## src/rtl/dtmf_zc_pkg.sv

```systemverilog
package dtmf_zc_pkg;

    typedef enum logic [1:0] {
        TRK_IDLE,
        TRK_MEASURE,
        TRK_CANDIDATE,
        TRK_LOCKED
    } trk_state_e;

    typedef enum logic {
        PAIR_QUIET,
        PAIR_HELD
    } pair_state_e;

    localparam int unsigned BINS_PER_GROUP = 4;

    // Nominal tone of a bin; bin 0 is the lowest frequency of its group.
    function automatic int unsigned tone_hz(input bit high_grp, input int unsigned idx);
        int unsigned hz;
        if (high_grp) begin
            case (idx)
                0:       hz = 1209;
                1:       hz = 1336;
                2:       hz = 1477;
                default: hz = 1633;
            endcase
        end else begin
            case (idx)
                0:       hz = 697;
                1:       hz = 770;
                2:       hz = 852;
                default: hz = 941;
            endcase
        end
        return hz;
    endfunction

    // Shortest accepted period in clock cycles (highest accepted frequency).
    function automatic int unsigned win_min(input int unsigned clk_hz,
                                            input int unsigned hz,
                                            input int unsigned tol_pm);
        longint unsigned num;
        longint unsigned den;
        num = longint'(clk_hz) * 1000;
        den = longint'(hz) * longint'(1000 + tol_pm);
        return int'(num / den);
    endfunction

    // Longest accepted period in clock cycles (lowest accepted frequency).
    function automatic int unsigned win_max(input int unsigned clk_hz,
                                            input int unsigned hz,
                                            input int unsigned tol_pm);
        longint unsigned num;
        longint unsigned den;
        num = longint'(clk_hz) * 1000;
        den = longint'(hz) * longint'(1000 - tol_pm);
        return int'(num / den);
    endfunction

    // Keypad code from row (low group) and column (high group) bins.
    function automatic logic [3:0] key_code(input logic [1:0] row, input logic [1:0] col);
        logic [3:0] code;
        if (col == 2'd3) begin
            code = (row == 2'd3) ? 4'd0 : 4'd13 + {2'b00, row};
        end else if (row == 2'd3) begin
            case (col)
                2'd0:    code = 4'd11;
                2'd1:    code = 4'd10;
                default: code = 4'd12;
            endcase
        end else begin
            code = ({2'b00, row} * 4'd3) + {2'b00, col} + 4'd1;
        end
        return code;
    endfunction

endpackage

```

## src/rtl/tone_bin_classifier.sv

```systemverilog
module tone_bin_classifier
    import dtmf_zc_pkg::*;
#(
    parameter int unsigned CLK_HZ   = 3579545,
    parameter int unsigned TOL_PM   = 26,
    parameter bit          HIGH_GRP = 1'b0,
    parameter int          CNT_W    = 13
) (
    input  logic [CNT_W-1:0] period,
    output logic             hit,
    output logic [1:0]       bin
);

    localparam int NBINS = int'(BINS_PER_GROUP);

    logic [NBINS-1:0] match;

    generate
        for (genvar b = 0; b < NBINS; b++) begin : g_bin
            localparam int unsigned LO_LIM = win_min(CLK_HZ, tone_hz(HIGH_GRP, b), TOL_PM);
            localparam int unsigned HI_LIM = win_max(CLK_HZ, tone_hz(HIGH_GRP, b), TOL_PM);
            localparam logic [CNT_W-1:0] LO_C = CNT_W'(LO_LIM);
            localparam logic [CNT_W-1:0] HI_C = CNT_W'(HI_LIM);
            assign match[b] = (period >= LO_C) && (period <= HI_C);
        end
    endgenerate

    // Windows are disjoint; a fixed priority keeps the encoder simple.
    always_comb begin
        hit = |match;
        bin = 2'd0;
        for (int b = NBINS - 1; b >= 0; b--) begin
            if (match[b]) bin = 2'(b);
        end
    end

endmodule

```

## src/rtl/band_period_tracker.sv

```systemverilog
module band_period_tracker
    import dtmf_zc_pkg::*;
#(
    parameter int unsigned CLK_HZ   = 3579545,
    parameter int unsigned TOL_PM   = 26,
    parameter bit          HIGH_GRP = 1'b0
) (
    input  logic       clk,
    input  logic       rst_n,
    input  logic       sq_in,
    output logic       valid,
    output logic [1:0] bin
);

    localparam int unsigned LONGEST = win_max(CLK_HZ, tone_hz(HIGH_GRP, 0), TOL_PM);
    localparam int unsigned TIMEOUT = LONGEST + LONGEST / 8;
    localparam int          CNT_W   = $clog2(TIMEOUT + 1);
    localparam logic [CNT_W-1:0] TIMEOUT_C = CNT_W'(TIMEOUT);
    localparam int          SYNC_D  = 3;

    logic [SYNC_D-1:0] sync_q;
    logic              rise;
    logic [CNT_W-1:0]  cnt_q;
    logic              expired;
    logic              cls_hit;
    logic [1:0]        cls_bin;
    trk_state_e        state_q, state_n;
    logic [1:0]        bin_q, bin_n;

    // Two-stage synchroniser plus one stage for edge detection.
    always_ff @(posedge clk) begin
        if (!rst_n) sync_q <= '0;
        else        sync_q <= {sync_q[SYNC_D-2:0], sq_in};
    end

    assign rise = sync_q[SYNC_D-2] & ~sync_q[SYNC_D-1];

    // Period counter: restarts at 1 on every rising edge, saturates at TIMEOUT.
    always_ff @(posedge clk) begin
        if (!rst_n)                 cnt_q <= '0;
        else if (rise)              cnt_q <= CNT_W'(1);
        else if (cnt_q != TIMEOUT_C) cnt_q <= cnt_q + 1'b1;
    end

    assign expired = (cnt_q == TIMEOUT_C);

    tone_bin_classifier #(
        .CLK_HZ  (CLK_HZ),
        .TOL_PM  (TOL_PM),
        .HIGH_GRP(HIGH_GRP),
        .CNT_W   (CNT_W)
    ) u_cls (
        .period(cnt_q),
        .hit   (cls_hit),
        .bin   (cls_bin)
    );

    always_comb begin
        state_n = state_q;
        bin_n   = bin_q;
        unique case (state_q)
            TRK_IDLE: begin
                if (rise) state_n = TRK_MEASURE;
            end
            TRK_MEASURE: begin
                if (rise) begin
                    if (cls_hit) begin
                        state_n = TRK_CANDIDATE;
                        bin_n   = cls_bin;
                    end
                end else if (expired) begin
                    state_n = TRK_IDLE;
                end
            end
            TRK_CANDIDATE, TRK_LOCKED: begin
                if (rise) begin
                    if (!cls_hit) begin
                        state_n = TRK_MEASURE;
                    end else if (cls_bin == bin_q) begin
                        state_n = TRK_LOCKED;
                    end else begin
                        state_n = TRK_CANDIDATE;
                        bin_n   = cls_bin;
                    end
                end else if (expired) begin
                    state_n = TRK_IDLE;
                end
            end
        endcase
    end

    always_ff @(posedge clk) begin
        if (!rst_n) begin
            state_q <= TRK_IDLE;
            bin_q   <= 2'd0;
        end else begin
            state_q <= state_n;
            bin_q   <= bin_n;
        end
    end

    always_comb begin
        valid = (state_q == TRK_LOCKED);
        bin   = bin_q;
    end

endmodule

```

## src/rtl/pair_code_combiner.sv

```systemverilog
module pair_code_combiner
    import dtmf_zc_pkg::*;
(
    input  logic       clk,
    input  logic       rst_n,
    input  logic       lo_valid,
    input  logic [1:0] lo_bin,
    input  logic       hi_valid,
    input  logic [1:0] hi_bin,
    input  logic       inhibit,
    output logic       early_det,
    output logic [3:0] code
);

    localparam logic [1:0] INHIB_COL = 2'd3;

    pair_state_e state_q, state_n;
    logic        pair_ok;
    logic [3:0]  code_q, code_n;

    always_comb begin
        pair_ok = lo_valid && hi_valid && !(inhibit && (hi_bin == INHIB_COL));
        state_n = state_q;
        code_n  = 4'd0;
        unique case (state_q)
            PAIR_QUIET: if (pair_ok)  state_n = PAIR_HELD;
            PAIR_HELD:  if (!pair_ok) state_n = PAIR_QUIET;
        endcase
        if (pair_ok) code_n = key_code(lo_bin, hi_bin);
    end

    always_ff @(posedge clk) begin
        if (!rst_n) begin
            state_q <= PAIR_QUIET;
            code_q  <= 4'd0;
        end else begin
            state_q <= state_n;
            code_q  <= code_n;
        end
    end

    always_comb begin
        early_det = (state_q == PAIR_HELD);
        code      = code_q;
    end

endmodule

```

## src/rtl/dtmf_zc_decoder.sv

```systemverilog
module dtmf_zc_decoder
    import dtmf_zc_pkg::*;
#(
    parameter int unsigned CLK_HZ       = 3579545,
    parameter int unsigned TOL_PERMILLE = 26
) (
    input  logic       clk,
    input  logic       rst_n,
    input  logic       lo_sq,
    input  logic       hi_sq,
    input  logic       col4_inhibit,
    output logic       early_det,
    output logic [3:0] digit_code
);

    logic       lo_valid;
    logic [1:0] lo_bin;
    logic       hi_valid;
    logic [1:0] hi_bin;

    band_period_tracker #(
        .CLK_HZ  (CLK_HZ),
        .TOL_PM  (TOL_PERMILLE),
        .HIGH_GRP(1'b0)
    ) u_lo (
        .clk  (clk),
        .rst_n(rst_n),
        .sq_in(lo_sq),
        .valid(lo_valid),
        .bin  (lo_bin)
    );

    band_period_tracker #(
        .CLK_HZ  (CLK_HZ),
        .TOL_PM  (TOL_PERMILLE),
        .HIGH_GRP(1'b1)
    ) u_hi (
        .clk  (clk),
        .rst_n(rst_n),
        .sq_in(hi_sq),
        .valid(hi_valid),
        .bin  (hi_bin)
    );

    pair_code_combiner u_pair (
        .clk      (clk),
        .rst_n    (rst_n),
        .lo_valid (lo_valid),
        .lo_bin   (lo_bin),
        .hi_valid (hi_valid),
        .hi_bin   (hi_bin),
        .inhibit  (col4_inhibit),
        .early_det(early_det),
        .code     (digit_code)
    );

endmodule

```

## config.mk

```make
export PLATFORM = sky130hd
export DESIGN_NAME = dtmf_zc_decoder
export DESIGN_NICKNAME = d
export VERILOG_FILES = /design/src/rtl/dtmf_zc_pkg.sv /design/src/rtl/tone_bin_classifier.sv /design/src/rtl/band_period_tracker.sv /design/src/rtl/pair_code_combiner.sv /design/src/rtl/dtmf_zc_decoder.sv
export SDC_FILE = /design/constraint.sdc
export NUM_CORES = 1
export LEC_CHECK = 0
export BUFFER_PORTS_ARGS = -buffer_cell sky130_fd_sc_hd__buf_4
export CAP_MARGIN = 5
export CORE_MARGIN = 5
export CORE_UTILIZATION = 38
export CTS_CLUSTER_DIAMETER = 80
export DETAILED_ROUTE_END_ITERATION = 6
export GPL_ROUTABILITY_DRIVEN = 1
export PLACE_DENSITY_LB_ADDON = 0.12
export SETUP_SLACK_MARGIN = 0.1
export SKIP_CTS_REPAIR_TIMING = 1
export SLEW_MARGIN = 10
export SYNTH_ARGS = -nofsm -noshare
export SYNTH_HDL_FRONTEND = slang
export SYNTH_SLANG_ARGS = --single-unit
```

## constraint.sdc

```tcl
create_clock -name clk -period 4.2 [get_ports clk]
set_clock_uncertainty 0.05 [all_clocks]
set_input_delay 0.21 -clock clk [delete_from_list [all_inputs] [get_ports clk]]
set_output_delay 0.21 -clock clk [all_outputs]
set_load 0.03 [all_outputs]
```

### Word-level counts from Yosys, hierarchy flattened

Cells that the tools add are included.

| cells by class | value |
|---|---|
| add/sub/neg operators | 5 |
| multiply operators | 1 |
| $lt $le $gt $ge | 16 |
| equal/unequal tests | 29 |
| mux-type cells | 45 |
| bitwise operators | 5 |
| reduce and logical (&&, ||, !) cells | 30 |

Operators with widths:

| cell | number |
|---|---|
| 2-bit two-way mux | 30 |
| 12-bit greater-or-equal comparator, second input constant | 4 |
| 12-bit less-or-equal comparator, second input constant | 4 |
| 13-bit less-or-equal comparator, second input constant | 3 |
| 13-bit by 12-bit greater-or-equal comparator with 1-bit output, second input constant | 2 |
| 13-bit greater-or-equal comparator, second input constant | 2 |
| 2-bit by 1-bit inequality test with 1-bit output, second input constant | 10 |
| 13-bit by 1-bit adder with 13-bit output, second input constant | 1 |
| 13-bit == test, second input constant | 1 |
| 13-bit by 12-bit less-or-equal comparator with 1-bit output, second input constant | 1 |
| 13-bit inequality test, second input constant | 1 |
| 12-bit by 1-bit adder with 12-bit output, second input constant | 1 |
| 12-bit == test, second input constant | 1 |
| 2-bit == test, second input constant | 6 |
| 4-bit two-way mux | 3 |
| 12-bit inequality test, second input constant | 1 |
| 2-bit case mux with 3 select lines | 2 |
| 6-bit AND reduction | 2 |
| 1-bit logical AND | 11 |
| 2-bit case mux with 2 select lines | 2 |
| 2-bit nonzero test | 4 |
| 2-bit OR reduction | 4 |
| 4-bit OR reduction | 2 |
| 1-bit two-way mux | 7 |
| 14 further kinds | 26 |

| storage, ports and cells | value |
|---|---|
| register bits | 44 |
| bits of input ports | 5 |
| word-level logic and storage cells | 143 |

### Logic depth before layout (Yosys ltp)

Gate-level depths: netlist (run 1).

| depth | value |
|---|---|
| word-level depth | 11 |
| gate-level depth with buffers | 10 |
| gate-level depth less buffers | 9 |

### Hierarchy

A second synthesis (run 1) with hierarchy kept.

| unflattened totals | value |
|---|---|
| cells, all modules | 329 |
| area, all modules | 2834.0 µm² |

By module, submodules not included:

| module | times used | cells an instance | area each (µm²) | seq. area each (µm²) |
|---|---|---|---|---|
| band_period_tracker at u_hi | 1 | 99 | 945.9 | 380.4 |
| band_period_tracker at u_lo | 1 | 95 | 838.3 | 400.4 |
| tone_bin_classifier at u_lo.u_cls | 1 | 68 | 471.7 | 0.0 |
| pair_code_combiner | 1 | 35 | 370.4 | 100.1 |
| tone_bin_classifier at u_hi.u_cls | 1 | 32 | 207.7 | 0.0 |

### Least setup slack after synthesis (run 1)

Ideal clock, no wire load.

| path | value |
|---|---|
| kind | register -> register |
| start point | register u_lo.cnt_q[1] |
| end point | register u_lo.bin_q[1], in the netlist u_lo.bin[1] |
| setup time | 0.072 ns |
| arrival time | 2.075 ns |
| data required time | 4.078 ns |
| path slack | 2.003 ns |
| stages on the path, launching flop included | 11 |
| period minus slack after synthesis | 2.197 ns |
| cells stage by stage | dfxtp_1 > buf_6 > inv_1 > ha_1 > or3_4 > a2111oi_4 > o21ai_2 > a32oi_2 > nand3_2 > o211ai_2 > mux2i_1 |

| on the way | value |
|---|---|
| word-level cells in the longest chain between the ends | 10 |
| elaborated cells on any way between the ends | 28 |

Ends and longest elaborated chain:

| item | RTL line | RTL |
|---|---|---|
| from (decl) | band_period_tracker.sv:23 | `logic [CNT_W-1:0] cnt_q;` |
| from (signal assigned) | band_period_tracker.sv:42 | `else if (cnt_q != TIMEOUT_C) cnt_q <= cnt_q + 1'b1;` |
| 13-bit by 12-bit greater-or-equal comparator with 1-bit output or 13-bit by 12-bit less-or-equal comparator with 1-bit output (tied branches) | tone_bin_classifier.sv:24 | `assign match[b] = (period >= LO_C) && (period <= HI_C);` |
| 1-bit logical AND | tone_bin_classifier.sv:24 |  |
| 2-bit two-way mux (4 in a row) | tone_bin_classifier.sv:33 | `if (match[b]) bin = 2'(b);` |
| 2-bit two-way mux | band_period_tracker.sv:79 | `end else if (cls_bin == bin_q) begin` |
| 2-bit two-way mux | band_period_tracker.sv:77 | `if (!cls_hit) begin` |
| 2-bit two-way mux | band_period_tracker.sv:76 | `if (rise) begin` |
| 2-bit case mux with 2 select lines | band_period_tracker.sv:61 | `unique case (state_q)` |
| to (signal assigned) | band_period_tracker.sv:98 | `bin_q <= bin_n;` |
| to (decl) | band_period_tracker.sv:28 | `logic [1:0] bin_q, bin_n;` |

Parallel ways exist; a longest one is shown, timed or not. The select of a mux whose other input is x is not followed.
A chain may end at the register's enable or synchronous reset.

### Final worst setup path (run 1)

Ends and elaborated chain as after synthesis.

==> metrics.yaml, run 1 <==
clocking:
  h-tree-depth: 2
  path_clk_slew_ns: 0.09
  clk_latency_ns: 0.30
  numCtsBuffers: 5
  root_buffer: "clkbuf_8"
  cts_tree: "yes"
  cts_num_sinks: 44
  cts_buffer_depth: 2
hold_path:
  min_to: "u_lo.sync_q[0]"
  hold_path_startpoint: "lo_sq"
  hold_path_depth: 2
  hold_path_class: "input pin to flop"
logic_synthesis:
  synth_fp_nets: 348
  synthTopCellsByArea: "dfxtp_1, nor2_1, xnor2_1, ha_1, xor2_1"
  synth-seq-cells: 44
  synth_most_common_cell: "dfxtp_1"
  yosys.area_share.adder_pct: 6.39
  yosys.area_share.simple_pct: 26.9
  ys_types: 64
  yosysTopAreaCellShare_pct: 31.7
  ys_seq_area_share_pct: 31.7
  syn-instance-count: 330
  synthFlopType: "dfxtp_1"
  synthMuxAreaShare_pct: 1.08
  yosysWarnings: 0
  avgSynthCellArea_um2: 8.42
  synth_area_um2: 2780
  yosys-top-cells-count: "dfxtp_1, nor2_1, nand2_1"
  synth_compound_area_share_pct: 18.6
  async_flop_share_pct: 0
  synth_xor_area_share_pct: 8.19
  synth_edf_count: 0
  yosysTopAreaCell: "dfxtp_1"
  synth_top_family_by_area: "simple AND/OR/NAND/NOR gates"
layout:
  fin_nets: 340
  antennaDiodeCount: 0
  nFillCells: 742
  area_growth_pct: 5.45
  drive_gt1_share_pct: 9.29
floorplanning:
  initial_utilization_pct: 38.7
  io_pins: 10
  rows: 31
  die-height_um: 95.5
  core_um2: 7180
  die_w_um: 95.5
  die_area_um2: 9120
timing:
  timing.final.crit_share_pct: 59.4
  maxSlewViolCount: 0
  tightest_slew_ns: 0.753
  relSlewSlack_pct: 49.4
  rsz0062_at_grt: "no"
  fin_crit_ns: 2.49
  hold_viol: 0
  final.setup.worst_slack_ns: 1.71
  max_freq_mhz: 401
  tns_ns: 0
  final-setup-viol-count: 0
critical_path:
  cp_cell_sequence: "inv_1, ha_1, or3_4, a2111oi_4, o21ai_2, a32oi_2, nand3_2, o211ai_2, mux2i_1"
  r2r-start: "u_lo.cnt_q[1]"
  endpoint_kind: "flop"
  required_ns: 4.38
  slowest_delay_ns: 0.53
  crit_type: "flop to flop"
  r2r_setup_slack_ns: 1.71
  critPathMaxFanout: 10
  worstSetupStartpoint: "u_lo.cnt_q[1]"
  crit_family: "compound AO/OA/AOI/OAI gates"
  critical_path.startpoint_type: "flop"
  path_buf_inv: 1
  crit_arrival_ns: 2.68
  rr_worst_depth: 9
  r2r_end: "u_lo.bin[1]"
  cp_slowest_cell: "dfxtp_1"
place:
  numPortBuffers: 9
  pre_cts_ws_ns: 1.73
  gp_congestion: 0.857
  dp_hpwl_um: 4010
global_route:
  grt_max_degree: 21
  grt_pass1_vias: 2107
  grt_overflow_total: 0
  grt_pass1_wl_um: 10100
  track_usage_pct: 13.8
  grt_antenna_before_repair: 0
route:
  drc: 0
  drt-total-wl_um: 5730
  via_per_inst: 5.41
  vias: 2285
  drtAntennaViolNets: 0
  dr.pass1.iters: 4
  drt_iter0_drc: 112
  wl_per_cell_um: 13.6
pwr:
  power.density_nw_per_um2: 278
  ir_worst_vdd_v: 0.000161
  p_leak_nw: 1.09
outcome:
  outcome: "completed"
run:
  max_cap_violations: 0
per-layer routing:
layer,part of all wire [%],track usage (%),vias up
met5,0,0,-
met4,1.8,5.81,0
met3,4.7,3.08,8
met2,45,20.6,57
met1,49,19.0,1060
li1,-,-,1160
worst reg2reg max path, cell delays in order, from the launching register on:
cell,delay [ns]
dfxtp_1,0.53
inv_1,0.16
ha_1,0.23
or3_4,0.34
a2111oi_4,0.36
o21ai_2,0.08
a32oi_2,0.25
nand3_2,0.13
o211ai_2,0.10
mux2i_1,0.20
worst max-delay path by stage:
stage / slack, ns / cells past startpoint / endpoint
after global placement: 1.79 / 9 / u_lo.bin[1]
after detailed placement: 1.73 / 9 / u_lo.bin[1]
after global routing: 1.54 / 9 / u_lo.bin[1]
final: 1.71 / 9 / u_lo.bin[1]
after CTS: 1.71 / 9 / u_lo.bin[1]
after floorplan: 2.00 / 10 / u_lo.bin[1]
cell type report:
class                   instances  area (um2)  share of cell area (%)
clock buffers                   6        72.6                    2.48
clock inverters                 2        35.0                    1.20
inverters                      13        48.8                    1.67
multi-input cells             249        1700                    58.1
flip-flops and latches         44         881                    30.1
well taps                      99         124                    4.23
repair buffers                  9        67.6                    2.31
logic make-up (layout without fill, tap and decap cells):
| kind of cell | after synthesis | count (layout) |
|---|---|---|
| AND/OR/NAND/NOR | 139 | 139 |
| AO/OA/AOI/OAI | 68 | 68 |
| flip-flops | 44 | 44 |
| buffers and inverters | 37 | 30 |
| XOR/XNOR | 26 | 26 |
| adder cells (fa/ha/maj) | 13 | 13 |
| multiplexers | 3 | 3 |
state kept, by name, summed over array words and instances (netlist names):
name	cells
u_lo.cnt_q	13
u_pair.early_det	1
u_hi.bin	2
u_hi.state_q	2
u_hi.sync_q	3
u_lo.sync_q	3
u_hi.cnt_q	12
u_pair.code	4
u_lo.bin	2
u_lo.state_q	2
report_power, final:
part           leakage [nW]  total (mW)  switching [mW]  internal (mW)
clock network        0.0552       0.329           0.152          0.177
registers             0.357       0.439          0.0139          0.425
logic                 0.673      0.0484          0.0266         0.0218
total                  1.09       0.816           0.192          0.623
cells in the final DEF, fill, tap and decap left out, types with 9 or more instances in the layout:
cell	instances
a21oi_1	10
and3_1	10
buf_4	9
dfxtp_1	44
ha_1	11
inv_1	12
nand2_1	19
nand3_1	15
nor2_1	41
nor3_1	12
xnor2_1	16
xor2_1	10
metrics by stage:
stage	std cells	hold WS, ns	power, mW	utilization (%)	instance area, um2
after floorplan	330	0.287	0.487	-	2780
after global placement	414	0.368	0.497	39.3	2820
after detailed placement	414	0.369	0.497	39.3	2820
after CTS	422	0.0613	0.833	40.8	2930
after global routing	422	0.0660	0.857	40.8	2930
final	422	0.0735	0.816	40.8	2930
Note: power is estimated with default switching activity, not from simulation.
==> inputs of run 2 (changes only) <==
--- a/config.mk
+++ b/config.mk
@@ -5,6 +5,7 @@
 export SDC_FILE = /design/constraint.sdc
 export NUM_CORES = 1
 export LEC_CHECK = 0
+export ABC_AREA = 1
 export BUFFER_PORTS_ARGS = -buffer_cell sky130_fd_sc_hd__buf_4
 export CAP_MARGIN = 5
 export CORE_MARGIN = 5
==> constraint.sdc (replaced) <==
create_clock -name clk -period 2.2 [get_ports clk]
set_clock_uncertainty 0.05 [all_clocks]
set_input_delay 0.11 -clock clk [delete_from_list [all_inputs] [get_ports clk]]
set_output_delay 0.11 -clock clk [all_outputs]
set_load 0.03 [all_outputs]
==> run 2 against run 1 <==
Effect of this change:
- register-to-register slack got worse by 1.5 ns
- total power is 99% higher
- clock-buffer cell count increased by 1
- clock power is 110% higher
- critical path depth increased by 3
- first-iteration DRC count rose by 26%
- combinational power is 140% higher
- fmax up 25%
- largest power group unchanged
- highest routed layer unchanged
==> metrics.yaml, run 2 <==
floorplanning:
  die_area_um2: 10300
  rows: 33
  die_w_um: 101
  initial_utilization_pct: 38.7
  core_um2: 8180
  die-height_um: 101
  io_pins: 10
logic_synthesis:
  synth_compound_area_share_pct: 12.8
  yosysWarnings: 0
  yosysTopAreaCell: "dfxtp_1"
  synthMuxAreaShare_pct: 0
  synth_most_common_cell: "nand2_1"
  syn-instance-count: 514
  synth_fp_nets: 532
  ys_seq_area_share_pct: 27.8
  yosysTopAreaCellShare_pct: 27.8
  yosys.area_share.adder_pct: 5.61
  synth-seq-cells: 44
  synth_edf_count: 0
  yosys-top-cells-count: "nand2_1, nor2_1, inv_1"
  synthFlopType: "dfxtp_1"
  async_flop_share_pct: 0
  yosys.area_share.simple_pct: 41.1
  synth_area_um2: 3160
  ys_types: 39
  synth_xor_area_share_pct: 1.38
  synthTopCellsByArea: "dfxtp_1, nand2_1, nor2_1, inv_1, a21oi_1"
  avgSynthCellArea_um2: 6.16
  synth_top_family_by_area: "simple AND/OR/NAND/NOR gates"
timing:
  relSlewSlack_pct: 63.9
  hold_viol: 0
  maxSlewViolCount: 0
  tightest_slew_ns: 0.537
  rsz0062_at_grt: "yes"
  tns_ns: 0
  final-setup-viol-count: 0
  hold_ws_ns: 0.0418
  final.setup.worst_slack_ns: 0.209
  max_freq_mhz: 502
  fin_crit_ns: 1.99
  timing.final.crit_share_pct: 90.5
clocking:
  numCtsBuffers: 5
  path_clk_slew_ns: 0.09
  root_buffer: "clkbuf_8"
  cts_tree: "yes"
  h-tree-depth: 2
  clk_latency_ns: 0.30
  cts_buffer_depth: 2
  cts_num_sinks: 44
global_route:
  grt_overflow_total: 0
  grt_pass1_vias: 2959
  track_usage_pct: 16.1
  grt_antenna_before_repair: 0
  grt_pass1_wl_um: 13500
  grt_max_degree: 17
run:
  max_cap_violations: 0
critical_path:
  crit_type: "flop to flop"
  worstSetupStartpoint: "u_lo.cnt_q[9]"
  rr_worst_depth: 12
  r2r-start: "u_lo.cnt_q[9]"
  critPathMaxFanout: 8
  crit_arrival_ns: 2.18
  critical_path.startpoint_type: "flop"
  required_ns: 2.39
  r2r_end: "u_lo.bin[0]"
  endpoint_kind: "flop"
  r2r_setup_slack_ns: 0.21
place:
  dp_hpwl_um: 6220
  gp_congestion: 0.934
  dp_cells: 624
  numPortBuffers: 9
  dpl_cell_area_um2: 3350
  pre_cts_ws_ns: 0.218
outcome:
  outcome: "completed"
route:
  dr.pass1.iters: 5
  vias: 3232
  drc: 0
  drt-total-wl_um: 7950
  wl_per_cell_um: 12.5
  via_per_inst: 5.10
  drtAntennaViolNets: 0
  drt_iter0_drc: 141
layout:
  layoutNonFillerInstCount: 634
  nFillCells: 881
  layout_commonest_cell: "nand2_1"
  fin_nets: 546
  final_area_um2: 3510
  largest_reg_flops: 13
  area_growth_pct: 11.0
  antennaDiodeCount: 0
  final_cell_mix: "nand2_1, nor2_1, inv_1"
  post-route-util_pct: 43.0
  drive_gt1_share_pct: 11.3
  regMostFlops: "u_lo.cnt_q"
pwr:
  ir_worst_vdd_v: 0.000235
  p_leak_nw: 1.55
  fin_total_pwr_mw: 1.63
  power.density_nw_per_um2: 463
hold_path:
  hold_path_startpoint: "col4_inhibit"
  min_to: "u_pair.early_det"
  hold_path_class: "input pin to flop"
  hold_path_depth: 4
## run 2: changes by cell type after synthesis, moves of 5 or more
cell,previous run,this run
nand3_1,15,26
nor2_1,41,75
inv_1,12,70
nand2_2,0,8
and3_1,10,0
nand4_1,6,11
nand2_1,19,133
inv_2,1,9
nor3_1,12,19
xnor2_1,16,1
xor2_1,10,4
o21ai_0,8,19
a21oi_1,10,28
and2_1,7,0
## run 2: cell families after synthesis
group	count (synthesis)
XOR/XNOR	5
AND/OR/NAND/NOR	293
adder cells (fa/ha/maj)	13
flip-flops	44
AO/OA/AOI/OAI	69
buffers and inverters	90
## run 2: report_power, final
part / switching [mW] / total (mW) / internal, mW
Clock: 0.282 / 0.682 / 0.401
Combinational: 0.0763 / 0.116 / 0.0397
Sequential: 0.0152 / 0.827 / 0.812
## run 2: how the worst max path moves through the flow
stage	to	slack, ns	cells after the start
finish	u_lo.bin[0]	0.21	12
CTS	u_pair.code[1]	0.20	4
global route	u_lo.bin[1]	0.1	12
floorplan	u_pair.code[1]	0.38	4
global placement	u_lo.bin[1]	0.25	12
detailed placement	u_pair.code[1]	0.22	4
## run 2: layout make-up
class                           instances  area [um2]  share of cell area [%]
Sequential cell                        44         885                    25.2
Inverter                               80         300                    8.55
Clock buffer                            7        96.3                    2.74
Timing Repair Buffer                   17         133                    3.77
Tap cell                              105         131                    3.74
Clock inverter                          1        30.0                   0.855
Multi-Input combinational cell        380        1940                    55.2
## run 2: layer usage
metal | vias to the layer above | routed length [um] | global-route usage (%)
li1 | 1683 | - | -
met1 | 1450 | 3570 | 20.3
met2 | 84 | 3840 | 27.5
met3 | 15 | 367 | 2.48
met4 | 0 | 173 | 6.03
met5 | - | 0 | 0
## run 2: critical path: stages (launching register included)
cell     delay, ns
dfxtp_1       0.54
inv_1         0.18
nor2_1        0.20
nand4_1       0.16
nand3_2       0.12
nand2_4       0.07
nand2_1       0.09
nand2_1       0.05
nand2_1       0.10
nand3_2       0.09
nand2_1       0.11
o21ai_1       0.06
a21oi_1       0.11
